`src/rtl/edge_irq_pkg.sv`:
```
package edge_irq_pkg;

    typedef enum logic [1:0] {
        SEL_ENABLE = 2'd0,
        SEL_RISE   = 2'd1,
        SEL_FALL   = 2'd2,
        SEL_PEND   = 2'd3
    } reg_sel_e;

    function automatic int unsigned band_width(input int unsigned lo, input int unsigned hi);
        return hi - lo + 1;
    endfunction

endpackage

```
`src/rtl/edge_irq_detect.sv`:
```
module edge_irq_detect #(
    parameter int unsigned N_LINES = 10
) (
    input  logic               clk,
    input  logic               rst_n,
    input  logic [N_LINES-1:0] line_in,
    input  logic [N_LINES-1:0] rise_sel,
    input  logic [N_LINES-1:0] fall_sel,
    output logic [N_LINES-1:0] hit
);

    typedef struct packed {
        logic [N_LINES-1:0] meta;
        logic [N_LINES-1:0] cur;
        logic [N_LINES-1:0] prev;
    } det_t;

    det_t st_d, st_q;
    logic [N_LINES-1:0] rose_w, fell_w;

    always_comb begin
        st_d      = st_q;
        st_d.meta = line_in;
        st_d.cur  = st_q.meta;
        st_d.prev = st_q.cur;
    end

    always_ff @(posedge clk) begin
        if (!rst_n) st_q <= '0;
        else        st_q <= st_d;
    end

    for (genvar i = 0; i < N_LINES; i++) begin : g_line
        assign rose_w[i] = st_q.cur[i] & ~st_q.prev[i];
        assign fell_w[i] = ~st_q.cur[i] & st_q.prev[i];
        assign hit[i]    = (rise_sel[i] & rose_w[i]) | (fall_sel[i] & fell_w[i]);
    end

    // A hit needs the synchronized level to have moved in the last cycle
    AST_HIT_NEEDS_CHANGE: assert property (@(posedge clk) disable iff (!rst_n)
        (hit & ~(st_q.cur ^ $past(st_q.cur))) == '0);

endmodule

```
`src/rtl/edge_irq_regs.sv`:
```
module edge_irq_regs
    import edge_irq_pkg::*;
#(
    parameter int unsigned N_LINES = 10
) (
    input  logic               clk,
    input  logic               rst_n,
    input  logic               wr_en,
    input  logic [1:0]         wr_addr,
    input  logic [N_LINES-1:0] wr_data,
    input  logic [1:0]         rd_addr,
    output logic [N_LINES-1:0] rd_data,
    input  logic [N_LINES-1:0] hit,
    output logic [N_LINES-1:0] enable_o,
    output logic [N_LINES-1:0] rise_o,
    output logic [N_LINES-1:0] fall_o,
    output logic [N_LINES-1:0] pend_o
);

    typedef struct packed {
        logic [N_LINES-1:0] enable;
        logic [N_LINES-1:0] rise;
        logic [N_LINES-1:0] fall;
        logic [N_LINES-1:0] pend;
    } regs_t;

    regs_t r_d, r_q;
    logic [N_LINES-1:0] clr_w;
    logic [N_LINES-1:0] set_w;

    always_comb begin
        clr_w = '0;
        set_w = hit & r_q.enable;
        r_d   = r_q;
        if (wr_en) begin
            unique case (reg_sel_e'(wr_addr))
                SEL_ENABLE: r_d.enable = wr_data;
                SEL_RISE:   r_d.rise   = wr_data;
                SEL_FALL:   r_d.fall   = wr_data;
                SEL_PEND:   clr_w      = wr_data;
                default:    ;
            endcase
        end
        r_d.pend = (r_q.pend & ~clr_w) | set_w;
    end

    always_ff @(posedge clk) begin
        if (!rst_n) r_q <= '0;
        else        r_q <= r_d;
    end

    always_comb begin
        unique case (reg_sel_e'(rd_addr))
            SEL_ENABLE: rd_data = r_q.enable;
            SEL_RISE:   rd_data = r_q.rise;
            SEL_FALL:   rd_data = r_q.fall;
            SEL_PEND:   rd_data = r_q.pend;
            default:    rd_data = '0;
        endcase
    end

    assign enable_o = r_q.enable;
    assign rise_o   = r_q.rise;
    assign fall_o   = r_q.fall;
    assign pend_o   = r_q.pend;

    AST_RESET_CLEAR: assert property (@(posedge clk) disable iff (!rst_n)
        $rose(rst_n) |-> (r_q == '0));

    AST_MASK_GATES_SET: assert property (@(posedge clk) disable iff (!rst_n)
        (r_q.pend & ~$past(r_q.pend) & ~$past(r_q.enable)) == '0);

    AST_SET_NEEDS_HIT: assert property (@(posedge clk) disable iff (!rst_n)
        (r_q.pend & ~$past(r_q.pend) & ~$past(hit)) == '0);

    AST_W1C_CLEARS: assert property (@(posedge clk) disable iff (!rst_n)
        ($past(wr_en && wr_addr == 2'd3) == 1'b1)
            |-> ((r_q.pend & $past(wr_data) & ~$past(hit & r_q.enable)) == '0));

    AST_UNWRITTEN_HOLDS: assert property (@(posedge clk) disable iff (!rst_n)
        ($past(wr_en && wr_addr == 2'd3) == 1'b0)
            |-> (($past(r_q.pend) & ~r_q.pend) == '0));

    AST_SET_BEATS_CLEAR: assert property (@(posedge clk) disable iff (!rst_n)
        (($past(hit & r_q.enable)) & ~r_q.pend) == '0);

endmodule

```
`src/rtl/edge_irq_fanin.sv`:
```
module edge_irq_fanin #(
    parameter int unsigned N_LINES  = 10,
    parameter int unsigned N_DIRECT = 5,
    parameter int unsigned GRP_LO   = 5,
    parameter int unsigned GRP_HI   = 9
) (
    input  logic [N_LINES-1:0]  pend,
    input  logic [N_LINES-1:0]  enable,
    output logic [N_DIRECT-1:0] irq_direct,
    output logic                irq_group
);

    localparam int unsigned GRP_W = edge_irq_pkg::band_width(GRP_LO, GRP_HI);

    logic [N_LINES-1:0] live_w;
    logic [GRP_W-1:0]   band_w;

    assign live_w = pend & enable;

    for (genvar i = 0; i < N_DIRECT; i++) begin : g_direct
        assign irq_direct[i] = live_w[i];
    end

    for (genvar j = 0; j < GRP_W; j++) begin : g_band
        assign band_w[j] = live_w[GRP_LO + j];
    end

    assign irq_group = |band_w;

endmodule

```
`src/rtl/edge_irq_ctrl.sv`:
```
module edge_irq_ctrl #(
    parameter int unsigned N_LINES  = 10,
    parameter int unsigned N_DIRECT = 5,
    parameter int unsigned GRP_LO   = 5,
    parameter int unsigned GRP_HI   = 9
) (
    input  logic                clk,
    input  logic                rst_n,
    input  logic [N_LINES-1:0]  line_in,
    input  logic                wr_en,
    input  logic [1:0]          wr_addr,
    input  logic [N_LINES-1:0]  wr_data,
    input  logic [1:0]          rd_addr,
    output logic [N_LINES-1:0]  rd_data,
    output logic [N_DIRECT-1:0] irq_direct,
    output logic                irq_group
);

    logic [N_LINES-1:0] hit_w, enable_w, rise_w, fall_w, pend_w;

    edge_irq_detect #(.N_LINES(N_LINES)) u_detect (
        .clk      (clk),
        .rst_n    (rst_n),
        .line_in  (line_in),
        .rise_sel (rise_w),
        .fall_sel (fall_w),
        .hit      (hit_w)
    );

    edge_irq_regs #(.N_LINES(N_LINES)) u_regs (
        .clk      (clk),
        .rst_n    (rst_n),
        .wr_en    (wr_en),
        .wr_addr  (wr_addr),
        .wr_data  (wr_data),
        .rd_addr  (rd_addr),
        .rd_data  (rd_data),
        .hit      (hit_w),
        .enable_o (enable_w),
        .rise_o   (rise_w),
        .fall_o   (fall_w),
        .pend_o   (pend_w)
    );

    edge_irq_fanin #(
        .N_LINES  (N_LINES),
        .N_DIRECT (N_DIRECT),
        .GRP_LO   (GRP_LO),
        .GRP_HI   (GRP_HI)
    ) u_fanin (
        .pend       (pend_w),
        .enable     (enable_w),
        .irq_direct (irq_direct),
        .irq_group  (irq_group)
    );

    AST_DIRECT_FANIN: assert property (@(posedge clk) disable iff (!rst_n)
        irq_direct == (pend_w[N_DIRECT-1:0] & enable_w[N_DIRECT-1:0]));

    AST_GROUP_FANIN: assert property (@(posedge clk) disable iff (!rst_n)
        irq_group == (|(pend_w[GRP_HI:GRP_LO] & enable_w[GRP_HI:GRP_LO])));

    AST_MASK_HIDES_REQ: assert property (@(posedge clk) disable iff (!rst_n)
        (irq_direct & ~enable_w[N_DIRECT-1:0]) == '0);

endmodule

```
`config.mk`:
```
export PLATFORM = sky130hd
export DESIGN_NAME = edge_irq_ctrl
export DESIGN_NICKNAME = d
export VERILOG_FILES = /design/src/rtl/edge_irq_pkg.sv /design/src/rtl/edge_irq_detect.sv /design/src/rtl/edge_irq_regs.sv /design/src/rtl/edge_irq_fanin.sv /design/src/rtl/edge_irq_ctrl.sv
export SDC_FILE = /design/constraint.sdc
export NUM_CORES = 1
export LEC_CHECK = 0
export BUFFER_PORTS_ARGS = -buffer_cell sky130_fd_sc_hd__buf_4
export CAP_MARGIN = 20
export CORE_UTILIZATION = 55
export CTS_CLUSTER_DIAMETER = 40
export DETAILED_ROUTE_END_ITERATION = 16
export HOLD_SLACK_MARGIN = 0.12
export PLACE_DENSITY = 0.89
export SLEW_MARGIN = 10
export SYNTH_ARGS = -nofsm -noshare
export SYNTH_HDL_FRONTEND = slang
export SYNTH_SLANG_ARGS = --single-unit
```
`constraint.sdc`:
```
create_clock -name clk -period 2.8 [get_ports clk]
set_input_delay 0.42 -clock clk [delete_from_list [all_inputs] [get_ports clk]]
set_output_delay 0.42 -clock clk [all_outputs]
set_load 0.02 [all_outputs]
```
* After elaboration in Yosys (flattened, before gate mapping)
Index checks and enable logic that the tools add are counted.
** Storage, ports and cells
- Register bits :: 70
- Word-level logic and storage cells :: 97
** Cells by class
- Equal/unequal tests :: 6
- Muxes and demuxes :: 3
- Bitwise operators :: 75
- Reduce and logical (&&, ||, !) cells :: 6
** Operator list (count)
- 1-bit AND :: 40
- 10-bit case mux with 4 select lines :: 1
- 10-bit AND :: 3
- 10-bit 2-to-1 mux :: 2
- 1-bit inverter :: 20
- 10-bit inverter :: 1
- 1-bit bitwise OR :: 10
- 10-bit bitwise OR :: 1
- 2-bit equality test, second input constant :: 4
- 2-bit AND reduction :: 3
- 5-bit OR reduction :: 1
- 2-bit by 1-bit equality test with 1-bit output, second input constant :: 2
- 2-bit logical NOT :: 2

* Depth between registers and ports, before layout
Gate-level depths: netlist of the first run.
- Depth in word-level cells :: 6
- Mapped depth :: 5
- Mapped depth without buffers :: 3

* By module
Synthesis of the first run repeated with hierarchy kept, for this count alone.
** Second synthesis, totals
- Cell total of the unflattened synthesis :: 267
- Area, all modules :: 2778.9 um^2
** By module, submodules not included
- edge_irq_regs :: times used 1, cells an instance 166, area each 1747.9 um^2
- edge_irq_detect :: times used 1, cells an instance 93, area each 978.4 um^2
- edge_irq_fanin :: times used 1, cells an instance 8, area each 52.6 um^2

* Least setup slack after synthesis of the first run
Ideal clock, no wire load.
- Path type :: input to output
- Start point :: in rd_addr[0]
- End point :: out rd_data[0]
- Arrival time :: 1.147 ns
- Required time :: 2.380 ns
- Setup slack :: 1.233 ns
- Cell stages on the path :: 2
- Buffers on the path :: 1
- Cell sequence :: buf_6 -> mux4_2
** Between the ends
- Longest elaborated chain between the ends :: 2
- Elaborated cells on any way between the ends :: 5
** Ends and longest elaborated chain
- start: declaration :: RTL line edge_irq_ctrl.sv:13 : input logic [1:0] rd_addr,
- 2-bit equality test, or another cell as far along :: RTL line edge_irq_regs.sv:53 : unique case (reg_sel_e'(rd_addr))
- 10-bit case mux with 4 select lines * :: RTL line edge_irq_regs.sv:53
- end: declaration :: RTL line edge_irq_ctrl.sv:14 : output logic [N_LINES-1:0] rd_data,
Mark *: on every way between the ends. The rest lies on a longest branch, timed or not.

* Worst setup path in the final report of the first run
- Start point :: in rd_addr[0]
- End point :: out rd_data[6]
The elaborated chain is that of the path after synthesis.

==> results.md, run 1 <==
- PortBufs: between 40 and 50
- Chip Height: approximately 74 um
- Fin util: between 60% and 70%
- Power consumption: about 1.9 mW
- CTS tree: built
- Worst-path maximum fanout: 10
- Fin area: about 3300 um2
- Fin Clk Skew: roughly 3.7 ps
- Async S/R FF share, synth: 0%
- FF+latch area: around 1400 um2
- DR DRC count: 0
- Fmax achieved: 558 MHz
- Final hold vios: 0
- WS Path Type: in2out
- Total CTS buffers: 9
- CP Capture Type: output pin
- Seq cells post-synth: 70
- Worst reg2reg path depth: 3
- Number of global-route vias before repair: approximately 1800
- Static leakage: between 1 and 1.5 nW
- HPWL after detailed placement: between 3000 and 4000 um
- Maximum VDD drop: around 0.57 mV
- Fin cells: around 370
- Routed wire per std cell: between 10 and 15 um
- Distinct cells, synth: 20
- DR vias: roughly 1900
- Commonest register cell after synthesis: dfxtp_1
- Placed Area: about 3100 um2
- Final min period: around 1800 ps
- Status: complete, no violations
- Largest net degree at the start of global routing: 81
- DRT antenna net count: 0
- Post-synth EDFFs: 0
- Tot GR Track Use: between 20 and 25%
- Yosys top cell area share: between 40% and 50%
- Post-CTS Resized: 0
- Initial DRC count: 100
- Largest area contributor in the netlist: dfxtp_1
- Worst-Skew Late Latency: roughly 330 ps
- Area growth syn-to-layout: 17.3%
- Multi-input logic area: ~1300 um2
- Final Slew Violations: 0
- Initial Util: approximately three fifths
- Initial antenna violation count: 0
- Total gr overflow: 0
- Most common cell in the netlist: dfxtp_1
- Sequential-to-total area share from yosys stat: about half
- Die X: roughly 74 um
- CORE AREA: just under 5000 um2
- Setup bufs post-CTS: 0
- Rows: 25
- H-Tree Depth: 3
- Cts hold-fix bufs: 0
- Least-Margin Pin Slew: ~800 ps
- Most area-consuming cells after synthesis: dfxtp_1 50%, mux2i_1 11%, mux4_2 8.0%
- Hold Slack: about 290 ps
- Worst Setup EP: rd_data[6]
- Clock Sinks: 70
- # diodes: 0
- Post-Place Cells: 352
- Period Utilization, post-route: approximately 64%
- Clock-pin slew on the worst setup and hold paths: approximately 60 ps
- Reg-to-reg slack, setup: between 1500 and 2000 ps
- Final setup fails: 0
- First-pass GRT wire length: between 8000 and 9000 um
- Vias/cell: ~5.2
- I/O Pins: 43
- Max Root-Sink Buffers: 2
- Syn Area/Cell: between 10 and 15 um2
- Slew HR: between 40% and 50%
- Pwr dens: between 500 and 600 nW/um2
- Yosys warning count: 0
- R2r endpoint: u_regs.pend_o[1]$_SDFF_PN0_
- Share of cells above drive strength 1: around a quarter
- TritonRoute pass-1 iters: 4
- Post-place setup slack: about 1000 ps
- Post-synth top cells: 70 x dfxtp_1, 35 x and2_1, 30 x mux2i_1, 30 x nor2b_1, 21 x nand2_1
- Unrepaired setup endpoints after global routing: false
- Cell Area, Synth: around 2800 um2
- Sum Neg Setup Slack: 0 ps
- Setup crit start kind: primary input
- Final Net Count: between 300 and 400
- Final GP Congestion: between 0.7 and 0.8
- Worst min path class: in2reg
- Setup crit start: rd_addr[0]
- Max Cap Viol: 0
- CP Data Required Time: ~2400 ps
- Mapped Cells: 257
- Root Buffer: clkbuf_8
- Final WS setup: between 1000 and 1500 ps
- Mapped Nets: 284
- Crit path DAT: around 1400 ps
- Total Wirelength: around 5300 um
- FILL cells: approximately 400
- Die footprint: 5420 um2
- Reg2reg start: u_detect.st_d[1]$_SDFF_PN0_
## how the worst min path moves through the flow
stage	from	end	slack [ps]	depth (start not counted)
floorplan	u_detect.st_d[10]$_SDFF_PN0_	u_detect.st_d[0]$_SDFF_PN0_	410	1
global placement	u_detect.st_d[13]$_SDFF_PN0_	u_detect.st_d[3]$_SDFF_PN0_	410	1
detailed placement	u_detect.st_d[11]$_SDFF_PN0_	u_detect.st_d[1]$_SDFF_PN0_	420	1
CTS	line_in[6]	u_detect.st_d[16]$_SDFF_PN0_	280	2
global route	line_in[6]	u_detect.st_d[16]$_SDFF_PN0_	270	2
finish	line_in[7]	u_detect.st_d[17]$_SDFF_PN0_	290	2
## per-layer routing
metal  global-route usage [%]  share of wire (%)  wire length (um)
met1                     26.1                 46              2420
met2                     34.8                 49              2550
met3                     6.72                3.6               188
met4                     10.3                1.7                89
met5                        0                  0                 0
## cell usage in the layout (no fill, tap or decap)
cell       n
dfxtp_1   70
buf_4     43
and2_1    35
mux2i_1   30
nor2b_1   30
nand2_1   21
nand3b_1  12
clkbuf_8  12
mux4_2    10
o21ai_0   10
a21oi_1   10
a31o_1     6
a31o_2     4
a222oi_1   1
a22oi_1    1
and3_1     1
nor3b_2    1
clkinv_2   1
clkbuf_1   1
## critical path: stages
cell and delay [ps]:
buf_4 230, mux4_2 540, buf_4 170
## state kept, by name, summed over array words and instances, names as in the netlist
register / cells
u_regs.enable_o: 10
u_regs.rise_o: 10
u_detect.st_d: 20
u_regs.pend_o: 10
u_detect.st_q: 10
u_regs.fall_o: 10
## cell families after synthesis
family,after synthesis,share of synthesized area (%)
AND/OR/NAND/NOR,100,21.1
AO/OA/AOI/OAI,32,7.28
multiplexers,40,18.6
buffers and inverters,15,3.33
flip-flops,70,49.7
## where the power goes
part,switching (mW),leakage (nW),internal [mW]
logic,0.0679,0.731,0.0780
registers,0.0189,0.571,1.03
clock network,0.334,0.0914,0.383
total,0.421,1.39,1.49
## layout make-up
class | instances | share of cell area [%]
repair buffers | 43 | 9.76
multi-input cells | 172 | 40.1
well taps | 67 | 2.53
clock inverters | 1 | 0.151
clock buffers | 13 | 5.11
flip-flops and latches | 70 | 42.4
Power figures use the tool's default switching activity.
==> run 2, diff against run 1 <==
--- a/config.mk
+++ b/config.mk
@@ -5,13 +5,14 @@
 export SDC_FILE = /design/constraint.sdc
 export NUM_CORES = 1
 export LEC_CHECK = 0
+export ABC_AREA = 1
 export BUFFER_PORTS_ARGS = -buffer_cell sky130_fd_sc_hd__buf_4
 export CAP_MARGIN = 20
 export CORE_UTILIZATION = 55
 export CTS_CLUSTER_DIAMETER = 40
 export DETAILED_ROUTE_END_ITERATION = 16
 export HOLD_SLACK_MARGIN = 0.12
-export PLACE_DENSITY = 0.89
+export PLACE_DENSITY = 0.88
 export SLEW_MARGIN = 10
 export SYNTH_ARGS = -nofsm -noshare
 export SYNTH_HDL_FRONTEND = slang
==> constraint.sdc (replaced) <==
create_clock -name clk -period 1.85 [get_ports clk]
set_input_delay 0.2775 -clock clk [delete_from_list [all_inputs] [get_ports clk]]
set_output_delay 0.2775 -clock clk [all_outputs]
set_load 0.02 [all_outputs]
==> run 2 against run 1 <==
Clock-buffer cell count unchanged. Hold slack got worse by 150 ps. Combinational power increased by 100%. Power increased by 63%. Worst setup slack got worse by 720 ps. Synthesized cell count increased by 62%. Register-to-register slack got worse by 880 ps. Synthesized area increased by 0.89%. First-iteration DRC count increased to 2.9 times the previous value. Flip-flop and latch count unchanged. Cell count increased by 48%. Non-clock buffer count increased by 14.
==> results.md, run 2 <==
- Post-place setup slack: slightly below 300 ps
- DRT antenna net count: 0
- Post-synth EDFFs: 0
- Root Buffer: clkbuf_8
- Max Root-Sink Buffers: 2
- Area growth syn-to-layout: 23.0%
- Initial DRC count: ~290
- Switch share: between 20% and 30%
- Initial Util: between 50% and 60%
- Sum Neg Setup Slack: 0 ps
- Slowest CP cell: clkinv_1
- Total CTS buffers: 9
- CORE AREA: approximately 4800 um2
- Largest net degree at the start of global routing: 37
- PortBufs: 42
- Distinct cells, synth: 18
- Worst reg2reg path depth: 4
- HPWL after detailed placement: 4530 um
- Vias/cell: 5.07
- Most area-consuming cells after synthesis: dfxtp_1 49%, nand2_1 18%, nor2_1 8.0%
- First-pass GRT wire length: 11600 um
- Worst-path maximum fanout: 10
- Hold Path Depth: 3
- NetSw: around 0.74 mW
- Syn Area/Cell: around 6.8 um2
- DR DRC count: 0
- Rows: 25
- FF+latch area: approximately 1400 um2
- Final setup fails: 0
- Reg-to-reg slack, setup: around 1000 ps
- Status: complete, no violations
- Final Slew Violations: 0
- Chip Height: 73.9 um
- Final GP Congestion: around 0.84
- H-Tree Depth: 3
- Fin cells: 543
- WP buf/inv: 3
- Worst min path class: in2reg
- Fin Clk Skew: ~6 ps
- Slew HR: a little under three quarters
- Static leakage: 1.74 nW
- Maximum VDD drop: approximately 0.7 mV
- Tot GR Track Use: between 20% and 30%
- Crit-path cells: buf_4 > nand2_1 > clkinv_1 > nand2_1 > nand4_1 > buf_4
- Pwr dens: approximately 900 nW/um2
- CP Capture Type: output pin
- Largest area contributor in the netlist: dfxtp_1
- Post-synth top cells: 134 x nand2_1, 70 x dfxtp_1, 61 x nor2_1, 58 x inv_1, 29 x o21ai_0
- Fmax achieved: between 600 and 700 MHz
- Multi-input logic area: about 1100 um2
- Commonest register cell after synthesis: dfxtp_1
- Share of cells above drive strength 1: roughly 14%
- Least-Margin Pin Slew: 421 ps
- Final hold vios: 0
- TritonRoute pass-1 iters: 4
- WS Path Type: in2out
- I/O Pins: 43
- Max reg flops: 20
- Crit path DAT: approximately 1300 ps
- CTS tree: built
- Die footprint: 5460 um2
- Final Net Count: 500
- # diodes: 0
- Sequential-to-total area share from yosys stat: 49.3%
- Delay of the slowest critical-path stage: between 300 and 400 ps
- Setup crit start kind: primary input
- Initial antenna violation count: 0
- Setup bufs post-CTS: 0
- R2r endpoint: u_regs.pend_o[8]$_SDFF_PN0_
- Sequential power share: between 50% and 60%
- Number of global-route vias before repair: 2676
- Unrepaired setup endpoints after global routing: false
- Final WS setup: 283 ps
- Total Wirelength: just over 7000 um
- Routed wire per std cell: ~13 um
- CP Data Required Time: around 1600 ps
- Crit path max-delay family: buffers and inverters
- Commonest non-fill, non-tap cell in the layout: nand2_1
- Fin util: 72.2%
- Commonest non-fill, non-tap cells in the layout: 134 x nand2_1, 70 x dfxtp_1, 61 x nor2_1
- Post-Place Cells: 520
- FILL cells: roughly 400
- Async S/R FF share, synth: 0%
- Worst Hold End: u_detect.st_d[15]$_SDFF_PN0_
- Final min period: around 1600 ps
- Die X: ~74 um
- Min-delay src: line_in[5]
- Cell-internal power: between 2 and 2.5 mW
- Clock share of power: between 30% and 40%
- Comb pwr share: under 10%
- DR vias: between 2000 and 3000
- Cell Area, Synth: between 2000 and 3000 um2
- Max Cap Viol: 0
- Mapped Cells: 416
- Worst-Skew Late Latency: ~340 ps
- Period Utilization, post-route: 84.7%
- Most common cell in the netlist: nand2_1
- Total gr overflow: 0
- Yosys top cell area share: about half
- Seq cells post-synth: 70
- Mapped Nets: around 440
- Clock Sinks: 70
- Yosys warning count: 0
- Clock-pin slew on the worst setup and hold paths: roughly 60 ps
- Reg2reg start: u_regs.fall_o[8]$_SDFFE_PN0P_
-- run 2: changes by cell type after synthesis, sizes merged, moves of 30 or more --
| cell | before | now |
|---|---|---|
| mux2i | 30 | 0 |
| nand2 | 21 | 134 |
| nor2 | 0 | 65 |
| inv | 0 | 60 |
| nor2b | 30 | 0 |
| and2 | 35 | 0 |
-- run 2: cell families after synthesis --
kind of cell    Yosys count  share of synthesized area, %
compound gates           50                          8.93
simple gates            222                          31.1
buf+inv                  74                          10.7
flops                    70                          49.3
-- run 2: through the flow --
step	power, mW	hold slack, ps	area [um2]
3_5_place_dp	1.93	395	3220
2_1_floorplan	1.80	371	2850
4_1_cts	3.13	123	3500
5_1_grt	3.23	137	3500
3_3_place_gp	1.91	393	3220
6_report	3.12	138	3500
-- run 2: how the worst max path moves through the flow --
stage,from,endpoint,cells past startpoint
3_3_place_gp,rd_addr[0],rd_data[4],6
2_1_floorplan,rd_addr[0],rd_data[0],4
3_5_place_dp,rd_addr[0],rd_data[3],6
5_1_grt,rd_addr[0],rd_data[3],6
4_1_cts,rd_addr[0],rd_data[3],6
6_report,rd_addr[0],rd_data[4],6
-- run 2: power groups by stage --
stage	registers [mW]	logic [mW]	clock network, mW
6_report	1.61	0.299	1.20
5_1_grt	1.62	0.331	1.28
4_1_cts	1.61	0.297	1.22
3_5_place_dp	1.65	0.279	0
3_3_place_gp	1.64	0.268	0
2_1_floorplan	1.63	0.163	0
-- run 2: worst min-delay path, cell delays in order --
cell,delay (ps)
buf_4,80
nand2_1,40
inv_1,50
-- run 2: cell type report --
class	instances	share of cell area, %
flip-flops and latches	70	40.0
multi-input cells	272	32.6
repair buffers	57	12.9
inverters	63	6.75
clock buffers	13	4.54
well taps	67	2.39
clock inverters	1	0.858
-- run 2: repair_timing --
action	CTS	global route
resized for setup	0	0
endpoints found under the hold margin	9	0
hold buffers	9	0
-- run 2: per-layer routing --
| metal | vias to the layer above | track usage, % | part of all wire (%) |
|---|---|---|---|
| li1 | 1380 | - | - |
| met1 | 1228 | 32.5 | 39 |
| met2 | 123 | 50.3 | 49 |
| met3 | 23 | 5.62 | 8.3 |
| met4 | 0 | 16.7 | 3.5 |
| met5 | - | 0 | 0 |
